==> src/rtl/gpio_pkg.sv <==
package gpio_pkg;
  localparam int unsigned ADDR_W = 3;
  typedef enum logic [ADDR_W-1:0] {
    REG_PIN  = 3'd0,
    REG_SET  = 3'd1,
    REG_CLR  = 3'd2,
    REG_MASK = 3'd3,
    REG_DIR  = 3'd4
  } reg_sel_e;
endpackage

==> src/rtl/gpio_rst_sync.sv <==
module gpio_rst_sync (
  input  logic clk,
  input  logic rst_n,
  output logic rst_n_q
);
  logic [1:0] stage_q;
  always_ff @(posedge clk or negedge rst_n) begin
    if (!rst_n) stage_q <= 2'b00;
    else        stage_q <= {stage_q[0], 1'b1};
  end
  assign rst_n_q = stage_q[1];
endmodule

==> src/rtl/gpio_bus_decode.sv <==
module gpio_bus_decode #(
  parameter int unsigned WIDTH = 32,
  localparam int unsigned LANES = WIDTH / 8
) (
  input  logic [gpio_pkg::ADDR_W-1:0] addr,
  input  logic                        we,
  input  logic [LANES-1:0]            be,
  output logic                        wr_pin,
  output logic                        wr_set,
  output logic                        wr_clr,
  output logic                        wr_mask,
  output logic                        wr_dir,
  output logic [WIDTH-1:0]            lane_bits
);
  import gpio_pkg::*;

  for (genvar g = 0; g < LANES; g++) begin : g_lane
    assign lane_bits[g*8 +: 8] = {8{be[g]}};
  end

  always_comb begin
    wr_pin  = we && (addr == REG_PIN);
    wr_set  = we && (addr == REG_SET);
    wr_clr  = we && (addr == REG_CLR);
    wr_mask = we && (addr == REG_MASK);
    wr_dir  = we && (addr == REG_DIR);
  end
endmodule

==> src/rtl/gpio_field_reg.sv <==
module gpio_field_reg #(
  parameter int unsigned WIDTH = 32
) (
  input  logic             clk,
  input  logic             rst_n,
  input  logic             wr_en,
  input  logic [WIDTH-1:0] lane_bits,
  input  logic [WIDTH-1:0] wdata,
  output logic [WIDTH-1:0] value_q
);
  logic [WIDTH-1:0] value_d;
  logic             load;

  always_comb begin
    load    = wr_en && (|lane_bits);
    value_d = (value_q & ~lane_bits) | (wdata & lane_bits);
  end

  always_ff @(posedge clk or negedge rst_n) begin
    if (!rst_n)    value_q <= '0;
    else if (load) value_q <= value_d;
  end
endmodule

==> src/rtl/gpio_out_latch.sv <==
module gpio_out_latch #(
  parameter int unsigned WIDTH = 32
) (
  input  logic             clk,
  input  logic             rst_n,
  input  logic             wr_pin,
  input  logic             wr_set,
  input  logic             wr_clr,
  input  logic [WIDTH-1:0] lane_bits,
  input  logic [WIDTH-1:0] protect,
  input  logic [WIDTH-1:0] wdata,
  output logic [WIDTH-1:0] latch_q
);
  logic [WIDTH-1:0] rise_v, fall_v, load_en, latch_d;
  logic             upd;

  always_comb begin
    rise_v  = wr_set ? (wdata & lane_bits) : '0;
    fall_v  = wr_clr ? (wdata & lane_bits) : '0;
    load_en = wr_pin ? (lane_bits & ~protect) : '0;
    // clear wins over set and load on any shared bit
    latch_d = (((latch_q & ~load_en) | (wdata & load_en)) | rise_v) & ~fall_v;
    upd     = wr_pin || wr_set || wr_clr;
  end

  always_ff @(posedge clk or negedge rst_n) begin
    if (!rst_n)   latch_q <= '0;
    else if (upd) latch_q <= latch_d;
  end
endmodule

==> src/rtl/gpio_read_mux.sv <==
module gpio_read_mux #(
  parameter int unsigned WIDTH = 32
) (
  input  logic [gpio_pkg::ADDR_W-1:0] addr,
  input  logic [WIDTH-1:0]            pad_in,
  input  logic [WIDTH-1:0]            latch_q,
  input  logic [WIDTH-1:0]            mask_q,
  input  logic [WIDTH-1:0]            dir_q,
  output logic [WIDTH-1:0]            rdata
);
  import gpio_pkg::*;
  always_comb begin
    case (addr)
      REG_PIN:  rdata = pad_in & ~mask_q;
      REG_SET:  rdata = latch_q;
      REG_MASK: rdata = mask_q;
      REG_DIR:  rdata = dir_q;
      default:  rdata = '0;
    endcase
  end
endmodule

==> src/rtl/gpio_setclr_port.sv <==
module gpio_setclr_port #(
  parameter int unsigned WIDTH = 32,
  localparam int unsigned LANES = WIDTH / 8
) (
  input  logic                        clk,
  input  logic                        rst_n,
  input  logic [gpio_pkg::ADDR_W-1:0] bus_addr,
  input  logic                        bus_we,
  input  logic [LANES-1:0]            bus_be,
  input  logic [WIDTH-1:0]            bus_wdata,
  output logic [WIDTH-1:0]            bus_rdata,
  input  logic [WIDTH-1:0]            pad_in,
  output logic [WIDTH-1:0]            pad_out,
  output logic [WIDTH-1:0]            pad_oe
);
  logic             rst_n_q;
  logic             wr_pin, wr_set, wr_clr, wr_mask, wr_dir;
  logic [WIDTH-1:0] lane_bits, mask_q, dir_q, latch_q;

  gpio_rst_sync u_rst (.clk(clk), .rst_n(rst_n), .rst_n_q(rst_n_q));

  gpio_bus_decode #(.WIDTH(WIDTH)) u_dec (
    .addr(bus_addr), .we(bus_we), .be(bus_be),
    .wr_pin(wr_pin), .wr_set(wr_set), .wr_clr(wr_clr),
    .wr_mask(wr_mask), .wr_dir(wr_dir), .lane_bits(lane_bits)
  );

  gpio_field_reg #(.WIDTH(WIDTH)) u_mask (
    .clk(clk), .rst_n(rst_n_q), .wr_en(wr_mask),
    .lane_bits(lane_bits), .wdata(bus_wdata), .value_q(mask_q)
  );

  gpio_field_reg #(.WIDTH(WIDTH)) u_dir (
    .clk(clk), .rst_n(rst_n_q), .wr_en(wr_dir),
    .lane_bits(lane_bits), .wdata(bus_wdata), .value_q(dir_q)
  );

  gpio_out_latch #(.WIDTH(WIDTH)) u_latch (
    .clk(clk), .rst_n(rst_n_q), .wr_pin(wr_pin), .wr_set(wr_set),
    .wr_clr(wr_clr), .lane_bits(lane_bits), .protect(mask_q),
    .wdata(bus_wdata), .latch_q(latch_q)
  );

  gpio_read_mux #(.WIDTH(WIDTH)) u_rd (
    .addr(bus_addr), .pad_in(pad_in), .latch_q(latch_q),
    .mask_q(mask_q), .dir_q(dir_q), .rdata(bus_rdata)
  );

  assign pad_out = latch_q;
  assign pad_oe  = dir_q;
endmodule

==> config.mk <==
export PLATFORM = sky130hd
export DESIGN_NAME = gpio_setclr_port
export DESIGN_NICKNAME = d
export VERILOG_FILES = /design/src/rtl/gpio_pkg.sv /design/src/rtl/gpio_rst_sync.sv /design/src/rtl/gpio_bus_decode.sv /design/src/rtl/gpio_field_reg.sv /design/src/rtl/gpio_out_latch.sv /design/src/rtl/gpio_read_mux.sv /design/src/rtl/gpio_setclr_port.sv
export SDC_FILE = /design/constraint.sdc
export NUM_CORES = 1
export LEC_CHECK = 0
export BUFFER_PORTS_ARGS = -buffer_cell sky130_fd_sc_hd__buf_4
export CELL_PAD_IN_SITES_DETAIL_PLACEMENT = 0
export CELL_PAD_IN_SITES_GLOBAL_PLACEMENT = 2
export CORE_ASPECT_RATIO = 1.25
export CORE_MARGIN = 2
export CORE_UTILIZATION = 32
export CTS_CLUSTER_SIZE = 12
export DETAILED_ROUTE_END_ITERATION = 7
export PLACE_DENSITY_LB_ADDON = 0.1
export SLEW_MARGIN = 30
export SYNTH_ARGS = -nofsm -noshare
export SYNTH_HDL_FRONTEND = slang
export SYNTH_HIERARCHICAL = 1
export SYNTH_SLANG_ARGS = --single-unit
==> constraint.sdc <==
create_clock -name clk -period 4.1 [get_ports clk]
set_input_delay 0.41 -clock clk [delete_from_list [all_inputs] [get_ports clk]]
set_output_delay 0.41 -clock clk [all_outputs]
set_load 0.03 [all_outputs]
==> run summary, run 1 <==
======================================================================================
Result of the run ....................................................... finished, final reports clean
Number of antenna repair diodes .........................................            0
Cells after Synth .......................................................          651
Die Ht ..................................................................       161 um
Deepest clock path buffer count .........................................            2
Power density normalized to cell area ...................................  413 nW/um^2
First-pass GRT wire length ..............................................     29500 um
Clk pwr share ...........................................................        28.8%
Routed Wire Length ......................................................     19100 um
Setup violation total in the final timing report ........................            0
F_max ...................................................................      348 MHz
Actual transition at the worst max-transition pin .......................     0.974 ns
Total negative slack ....................................................         0 ns
All-layer global routing usage ..........................................        18.2%
Final weighted congestion in routability-driven placement ...............        0.734
Layout overhead on the synthesized area .................................        23.3%
Via Count ...............................................................         5237
CP Class ................................................................       in2out
Post-placement cell count ...............................................         1027
Mean post-synth cell area ...............................................   9.65 sq um
Min cycle time layout ...................................................      2.87 ns
Most repeated library cell on the critical path ......................... sky130_fd_sc_hd__buf_4
Relative max-transition margin ..........................................        35.1%
Sequential Area .........................................................   2460 sq um
Post-detailed-route via-to-cell ratio ...................................         5.02
Area inside the core boundary ...........................................  19300 sq um
Clock latency on the worst-skew pair ....................................      0.35 ns
Horizontal extent of the die ............................................       129 um
Post-route antenna net violation count ..................................            0
Final period util .......................................................        70.0%
RSZ-0062 raised after global routing ....................................        false
Clock slew at the register clock pins of the worst setup and hold paths .      0.07 ns
Overflow left after global routing ......................................            0
Total DRC errors in the routed layout ...................................            0
Final-stage net count ...................................................          848
Port bufs ...............................................................          169
Pin count of the biggest net entering global routing ....................           72
Fraction of power spent switching nets ..................................        32.9%
Category of the worst setup path launch point ...........................   input port
Overall power ...........................................................      3.20 mW
Switching Power .........................................................      1.05 mW
CP arrival ..............................................................      2.46 ns
Type of the most critical hold path .....................................    reg2async
Portion of total power attributed to combinational logic ................        30.3%
Count of yosys warnings during synthesis ................................            6
Endpoint type of the worst setup path ...................................   output pin
FP Rows .................................................................           57
Starting utilization of the core area ...................................        32.5%
Critical path cell sequence ............................................. buf_4, and3b_2, a22oi_1, o21ai_1, buf_4
H-Tree Depth ............................................................            3
Fraction of the core area covered by cells at the end of the flow .......        40.1%
Net count of the mapped netlist .........................................          725
Estimated wirelength of the detail-placed design ........................     12400 um
Crit path max-delay cell type ........................................... sky130_fd_sc_hd__and3b_2
Total leakage power .....................................................      3.46 nW
Register area share after synthesis .....................................        39.0%
Filler-free cell count of the finished design ...........................         1043
First-pass detailed-route iteration total ...............................            4
Wire length per cell after detailed routing .............................      18.3 um
Root Buffer Master ...................................................... sky130_fd_sc_hd__clkbuf_16
Number of antenna violations at the first check in global routing .......            0
Sequential power share ..................................................        40.9%
Clock tree from TritonCTS ...............................................          yes
Number of max-cap violations ............................................            0
Detailed router's first-iteration violation count .......................          244
Fraction of final layout cells with drive strength greater than 1 .......        35.9%
Register-to-Register Path Depth .........................................            2
Footprint of the multi-input gates ......................................   3300 sq um
Critical Path Max Stage Delay ...........................................      0.92 ns
CP Data Required Time ...................................................      3.69 ns
Worst Hold Margin .......................................................     0.273 ns
Number of clock buffers inserted by TritonCTS ...........................            9
Cell-internal power .....................................................      2.15 mW
Worst VDD drop ..........................................................     0.193 mV
Total count of max-transition violations in the final report ............            0
Setup slack of the most critical reg-to-reg path ........................      2.81 ns
Library cells used by synthesis .........................................           26
Number of register bits inferred by synthesis ...........................           98
Crit-path max FO ........................................................           71
I/O pin count ...........................................................          170
Number of clock sinks seen by CTS .......................................           98
Via count of the first global-routing pass ..............................         5318
Worst r2r src ........................................................... u_rst/stage_q[1]
Fillers .................................................................         1911
Die Area ................................................................  20800 sq um
Cell area after synthesis ...............................................   6280 sq um
Final-report hold violation count .......................................            0
Clock skew ..............................................................    0.0102 ns
======================================================================================
## power groups by stage
stage	clock, mW	sequential (mW)	combinational [mW]
after global routing	0.982	1.34	1.03
final	0.921	1.31	0.970
after detailed placement	0	1.33	0.977
after global placement	0	1.33	0.950
after floorplan	0	1.44	0.505
after CTS	0.957	1.31	0.979
## stage by stage
stage                     cell area (sq um)  worst slack (ns)
final                                  7750              1.23
after global routing                   7750              1.03
after CTS                              7750              1.24
after detailed placement               7420              1.24
after global placement                 7390              1.29
after floorplan                        6280              1.17
## how the worst max path moves through the flow
stage,startpoint,end,slack [ns],cells past startpoint
finish,bus_addr[0],bus_rdata[31],1.23,5
detailed placement,bus_addr[0],bus_rdata[31],1.24,5
global placement,bus_addr[0],bus_rdata[0],1.29,5
floorplan,u_rst/stage_q[1],async pin,1.17,0
global route,bus_addr[0],bus_rdata[29],1.03,5
CTS,bus_addr[0],bus_rdata[31],1.24,5
## area by class of cell
type	instances	share of cell area (%)
multi-input combinational	489	42.6
sequential	98	31.7
timing repair buffer	176	17.3
tap	265	4.28
clock buffer	12	3.18
clock inverter	3	0.840
## repair_timing
action / CTS / global route
hold endpoints to repair: 2 / 0
hold buffers: 1 / 0
gates resized for setup: 0 / 0
buffers inserted: 0 / 0
## layout by cell type, fill, tap and decap left out, types with 10 or more instances in the layout
| master | n |
|---|---|
| sky130_fd_sc_hd__buf_4 | 174 |
| sky130_fd_sc_hd__dfrtp_1 | 97 |
| sky130_fd_sc_hd__nand2_1 | 96 |
| sky130_fd_sc_hd__nor2_1 | 64 |
| sky130_fd_sc_hd__mux2_4 | 60 |
| sky130_fd_sc_hd__o21ai_1 | 57 |
| sky130_fd_sc_hd__a21oi_1 | 57 |
| sky130_fd_sc_hd__a22oi_1 | 54 |
| sky130_fd_sc_hd__nand2b_1 | 32 |
| sky130_fd_sc_hd__a21boi_1 | 32 |
| sky130_fd_sc_hd__a22oi_2 | 10 |
## worst max-delay path, delay by kind of cell
kind	cells	cell delay, ns
compound gates	2	0.31
buf+inv	2	0.78
simple gates	1	0.92
## cell families (layout without fill, tap and decap cells)
kind of cell / after synthesis / count (layout) / synth area share, %
other cells: 1 / 1 / 0.0597
simple gates: 200 / 200 / 14.3
flops: 98 / 98 / 39.0
buf+inv: 64 / 191 / 8.59
compound gates: 224 / 224 / 22.9
mux: 64 / 64 / 15.1
## Yosys cell counts, drive strengths merged
| library cell | instances | area share (%) |
|---|---|---|
| dfrtp | 98 | 39 |
| nand2 | 96 | 5.7 |
| a21oi | 64 | 5.5 |
| a22oi | 64 | 8.4 |
| mux2 | 64 | 15 |
| nor2 | 64 | 3.8 |
| o21ai | 64 | 5.2 |
| buf | 59 | 8.2 |
| a21boi | 32 | 3.8 |
| nand2b | 32 | 3.2 |
| clkbuf | 5 | 0.36 |
| and4bb | 3 | 0.60 |
| and3b | 1 | 0.14 |
| and4b | 1 | 0.18 |
| conb | 1 | 0.060 |
| nor3b | 1 | 0.30 |
| nor4b | 1 | 0.24 |
| or2 | 1 | 0.10 |
## metal layers
metal,up-vias,wire length [um],GRT usage (%)
met4,0,202,5.43
met1,2579,8550,23.9
li1,2529,-,-
met2,118,9460,30.9
met3,11,882,2.40
met5,-,0,0
(Power assumes the default switching activity.)
==> run 2, diff against run 1 <==
ABC_AREA = 1   (was unset)
CORE_UTILIZATION = 29   (was 32)
clock period = 2.95 ns   (was 4.1 ns; I/O delays follow)
==> run summary, run 2 <==
======================================================================================
Result of the run ....................................................... finished, final reports clean
Worst VDD drop ..........................................................     0.261 mV   +35%
Most frequent cell after synthesis ...................................... sky130_fd_sc_hd__nand2_1
Number of antenna violations at the first check in global routing .......            1   +1
Adder-Cell Fraction of Synth Area .......................................           0%   unchanged
Final-report hold violation count .......................................            0   unchanged
Final-stage net count ...................................................         1382   +63%
Area inside the core boundary ...........................................  25800 sq um   +34%
Estimated wirelength of the detail-placed design ........................     17100 um   +39%
Horizontal extent of the die ............................................       148 um   +15%
Routed Wire Length ......................................................     26500 um   +39%
Most common cell after layout, fill and taps aside ...................... sky130_fd_sc_hd__nand2_1
CTS resizes .............................................................            0   unchanged
Via Count ...............................................................         7831   +50%
Combinational family with the most area after synthesis ................. simple AND/OR/NAND/NOR gates
Leading cell types in the layout, fill and taps excluded ................ 315 x sky130_fd_sc_hd__nand2_1, 224 x sky130_fd_sc_hd__nand3_1, 193 x sky130_fd_sc_hd__inv_1
Net count of the mapped netlist .........................................         1273   +76%
Via count of the first global-routing pass ..............................         7608   +43%
First-pass GRT wire length ..............................................     42400 um   +44%
Post-route antenna net violation count ..................................            0   unchanged
Relative max-transition margin ..........................................        48.8%   +14 points
Library cells used by synthesis .........................................           20   -23%
Number of enable-type register cells in the synthesized netlist .........            0   unchanged
Total leakage power .....................................................      4.94 nW   +43%
Count of yosys warnings during synthesis ................................            6   unchanged
Synth top area share ....................................................        32.4%   -6.6 points
Clock latency on the worst-skew pair ....................................      0.35 ns   about the same
Register area share after synthesis .....................................        32.4%   -6.6 points
CP Class ................................................................       in2out
Die Area ................................................................  27400 sq um   +32%
Synthesized-area fraction occupied by xor and xnor cells ................           0%   unchanged
Type of the most critical hold path .....................................       in2reg
Post-synth top flop ..................................................... sky130_fd_sc_hd__dfrtp_1
Register-to-Register Path Depth .........................................            6   +4
Fillers .................................................................         2866   +50%
Footprint of the multi-input gates ......................................   3750 sq um   +13%
RSZ-0062 raised after global routing ....................................        false
Fraction of the core area covered by cells at the end of the flow .......        35.6%   -4.4 points
Fraction of synthesized area in multiplexers ............................           0%   -15 points
Number of register bits inferred by synthesis ...........................           98   unchanged
Starting utilization of the core area ...................................        29.3%   -3.2 points
Top cell types by occurrence after synthesis ............................ 315 x sky130_fd_sc_hd__nand2_1, 224 x sky130_fd_sc_hd__nand3_1, 193 x sky130_fd_sc_hd__inv_1
Dominant cell type by area after synthesis .............................. sky130_fd_sc_hd__dfrtp_1
Die Ht ..................................................................       185 um   +15%
Power density normalized to cell area ...................................  566 nW/um^2   +37%
CP arrival ..............................................................      1.68 ns   -0.78 ns
Wire length per cell after detailed routing .............................      16.1 um   -12%
Port bufs ...............................................................          169   unchanged
Number of max-cap violations ............................................            0   unchanged
Min cycle time layout ...................................................      1.98 ns
Clock slew at the register clock pins of the worst setup and hold paths .      0.07 ns   about the same
Total negative slack ....................................................         0 ns   unchanged
I/O pin count ...........................................................          170   unchanged
Crit-path max FO ........................................................           21   -70%
Cells after Synth .......................................................         1199   +84%
Mean post-synth cell area ...............................................   6.31 sq um   -35%
Final period util .......................................................        67.1%
All-layer global routing usage ..........................................        19.7%   +1.6 points
Total DRC errors in the routed layout ...................................            0   unchanged
Detailed router's first-iteration violation count .......................          446   +83%
Sequential Area .........................................................   2460 sq um   unchanged
Pin count of the biggest net entering global routing ....................           65   -9.7%
Number of clock buffers inserted by TritonCTS ...........................            9   unchanged
Fraction of the mapped netlist area in simple logic gates ...............        49.0%   +35 points
Cell depth of the worst hold path .......................................            3
Actual transition at the worst max-transition pin .......................     0.769 ns   -0.205 ns
Layout overhead on the synthesized area .................................        21.7%
Overflow left after global routing ......................................            0   unchanged
First-pass detailed-route iteration total ...............................            5   +1
F_max ...................................................................      505 MHz
Clock tree from TritonCTS ...............................................          yes
Total count of max-transition violations in the final report ............            0   unchanged
Cell area after synthesis ...............................................   7570 sq um   +20%
Endpoint type of the worst setup path ...................................   output pin
Cell types occupying the most area after synthesis ...................... sky130_fd_sc_hd__dfrtp_1 32%, sky130_fd_sc_hd__nand2_1 16%, sky130_fd_sc_hd__nand3_1 15%
Root Buffer Master ...................................................... sky130_fd_sc_hd__clkbuf_16
Final weighted congestion in routability-driven placement ...............        0.750   +2.2%
Setup slack of the most critical reg-to-reg path ........................      2.01 ns   -0.80 ns
Terminus of the critical flop-to-flop path .............................. u_latch/latch_q[5]
Setup violation total in the final timing report ........................            0   unchanged
Post-detailed-route via-to-cell ratio ...................................         4.73   -5.7%
Clock skew ..............................................................   0.00716 ns   -0.00300 ns
Fraction of final layout cells with drive strength greater than 1 .......        17.2%   -19 points
Hold wc startpoint ...................................................... bus_wdata[27]
Deepest clock path buffer count .........................................            2   unchanged
Number of clock sinks seen by CTS .......................................           98   unchanged
H-Tree Depth ............................................................            3   unchanged
Async set-or-reset flop fraction in the synthesized netlist .............         100%   unchanged
Category of the worst setup path launch point ...........................   input port
FP Rows .................................................................           66   +16%
Post-synthesis compound-gate area fraction ..............................           0%   -23 points
CP Data Required Time ...................................................      2.65 ns   -1.04 ns
======================================================================================
run 2: cell types whose count changed in the layout (fill, tap and decap cells not counted), moves of 7 or more:
cell / before / now
sky130_fd_sc_hd__a21boi_1: 32 / 0
sky130_fd_sc_hd__a21oi_1: 57 / 0
sky130_fd_sc_hd__a21oi_2: 7 / 0
sky130_fd_sc_hd__a22oi_1: 54 / 0
sky130_fd_sc_hd__a22oi_2: 10 / 0
sky130_fd_sc_hd__buf_4: 174 / 188
sky130_fd_sc_hd__inv_1: 0 / 193
sky130_fd_sc_hd__mux2_4: 60 / 0
sky130_fd_sc_hd__nand2_1: 96 / 315
sky130_fd_sc_hd__nand2b_1: 32 / 0
sky130_fd_sc_hd__nand3_1: 0 / 224
sky130_fd_sc_hd__nand4_1: 0 / 130
sky130_fd_sc_hd__nor2_1: 64 / 120
sky130_fd_sc_hd__o21ai_1: 57 / 0
run 2: layout make-up:
type	count	share of cell area [%]
tap	340	4.62
inverter	197	8.06
multi-input combinational	809	40.7
clock inverter	5	1.11
timing repair buffer	193	16.3
sequential	98	26.7
clock buffer	11	2.53
antenna	1	0.0272
run 2: worst max-delay path, cell delays in order:
cell	delay, ns
sky130_fd_sc_hd__buf_4	0.21
sky130_fd_sc_hd__inv_1	0.10
sky130_fd_sc_hd__nand3_2	0.38
sky130_fd_sc_hd__buf_12	0.33
sky130_fd_sc_hd__nor2_1	0.09
sky130_fd_sc_hd__nor2_1	0.04
sky130_fd_sc_hd__nand2_1	0.06
sky130_fd_sc_hd__buf_4	0.15
run 2: what timing repair did:
item | in CTS | in global routing
hold buffers | 1 | 0
hold endpoints to repair | 2 | 0
buffers inserted | 0 | 0
run 2: per-stage QoR:
| step | cells | power [mW] | instance area (sq um) | setup WS (ns) | hold WS, ns |
|---|---|---|---|---|---|
| 6_report | 1654 | 5.21 | 9210 | 0.971 | 0.232 |
| 5_1_grt | 1654 | 5.58 | 9210 | 0.818 | 0.227 |
| 4_1_cts | 1653 | 5.30 | 9210 | 0.964 | 0.216 |
| 3_5_place_dp | 1636 | 3.87 | 8860 | 0.962 | 0.0819 |
| 3_3_place_gp | 1636 | 3.87 | 8860 | 0.965 | 0.0805 |
| 2_1_floorplan | 1199 | 3.11 | 7570 | 0.0180 | -0.000591 |
run 2: worst max-delay path by stage:
stage / from / end / slack [ns] / cells past startpoint
after floorplan: u_rst/stage_q[1] / async pin / 0.02 / 0
after global placement: bus_be[1] / flip-flop / 0.97 / 9
after detailed placement: bus_be[1] / flip-flop / 0.96 / 9
after CTS: bus_addr[1] / bus_rdata[10] / 0.96 / 8
after global routing: bus_addr[2] / bus_rdata[19] / 0.82 / 8
final: bus_addr[1] / bus_rdata[17] / 0.97 / 8
run 2: cells by family after synthesis:
kind of cell / count (synthesis)
buf+inv: 292
other cells: 1
flops: 98
simple gates: 808
run 2: power by group:
| group | switching, mW | total (mW) | leakage, nW | internal [mW] |
|---|---|---|---|---|
| clock | 0.558 | 1.39 | 0.160 | 0.830 |
| sequential | 0.308 | 1.94 | 1.23 | 1.63 |
| combinational | 1.22 | 1.88 | 3.55 | 0.664 |
run 2: routing by layer:
| metal | part of all wire (%) | wire length (um) | global-route usage [%] |
|---|---|---|---|
| met4 | 1.7 | 460 | 5.45 |
| met2 | 49 | 13000 | 34.6 |
| met3 | 4.0 | 1080 | 2.38 |
| met5 | 0 | 0 | 0 |
| met1 | 45 | 12000 | 25.5 |
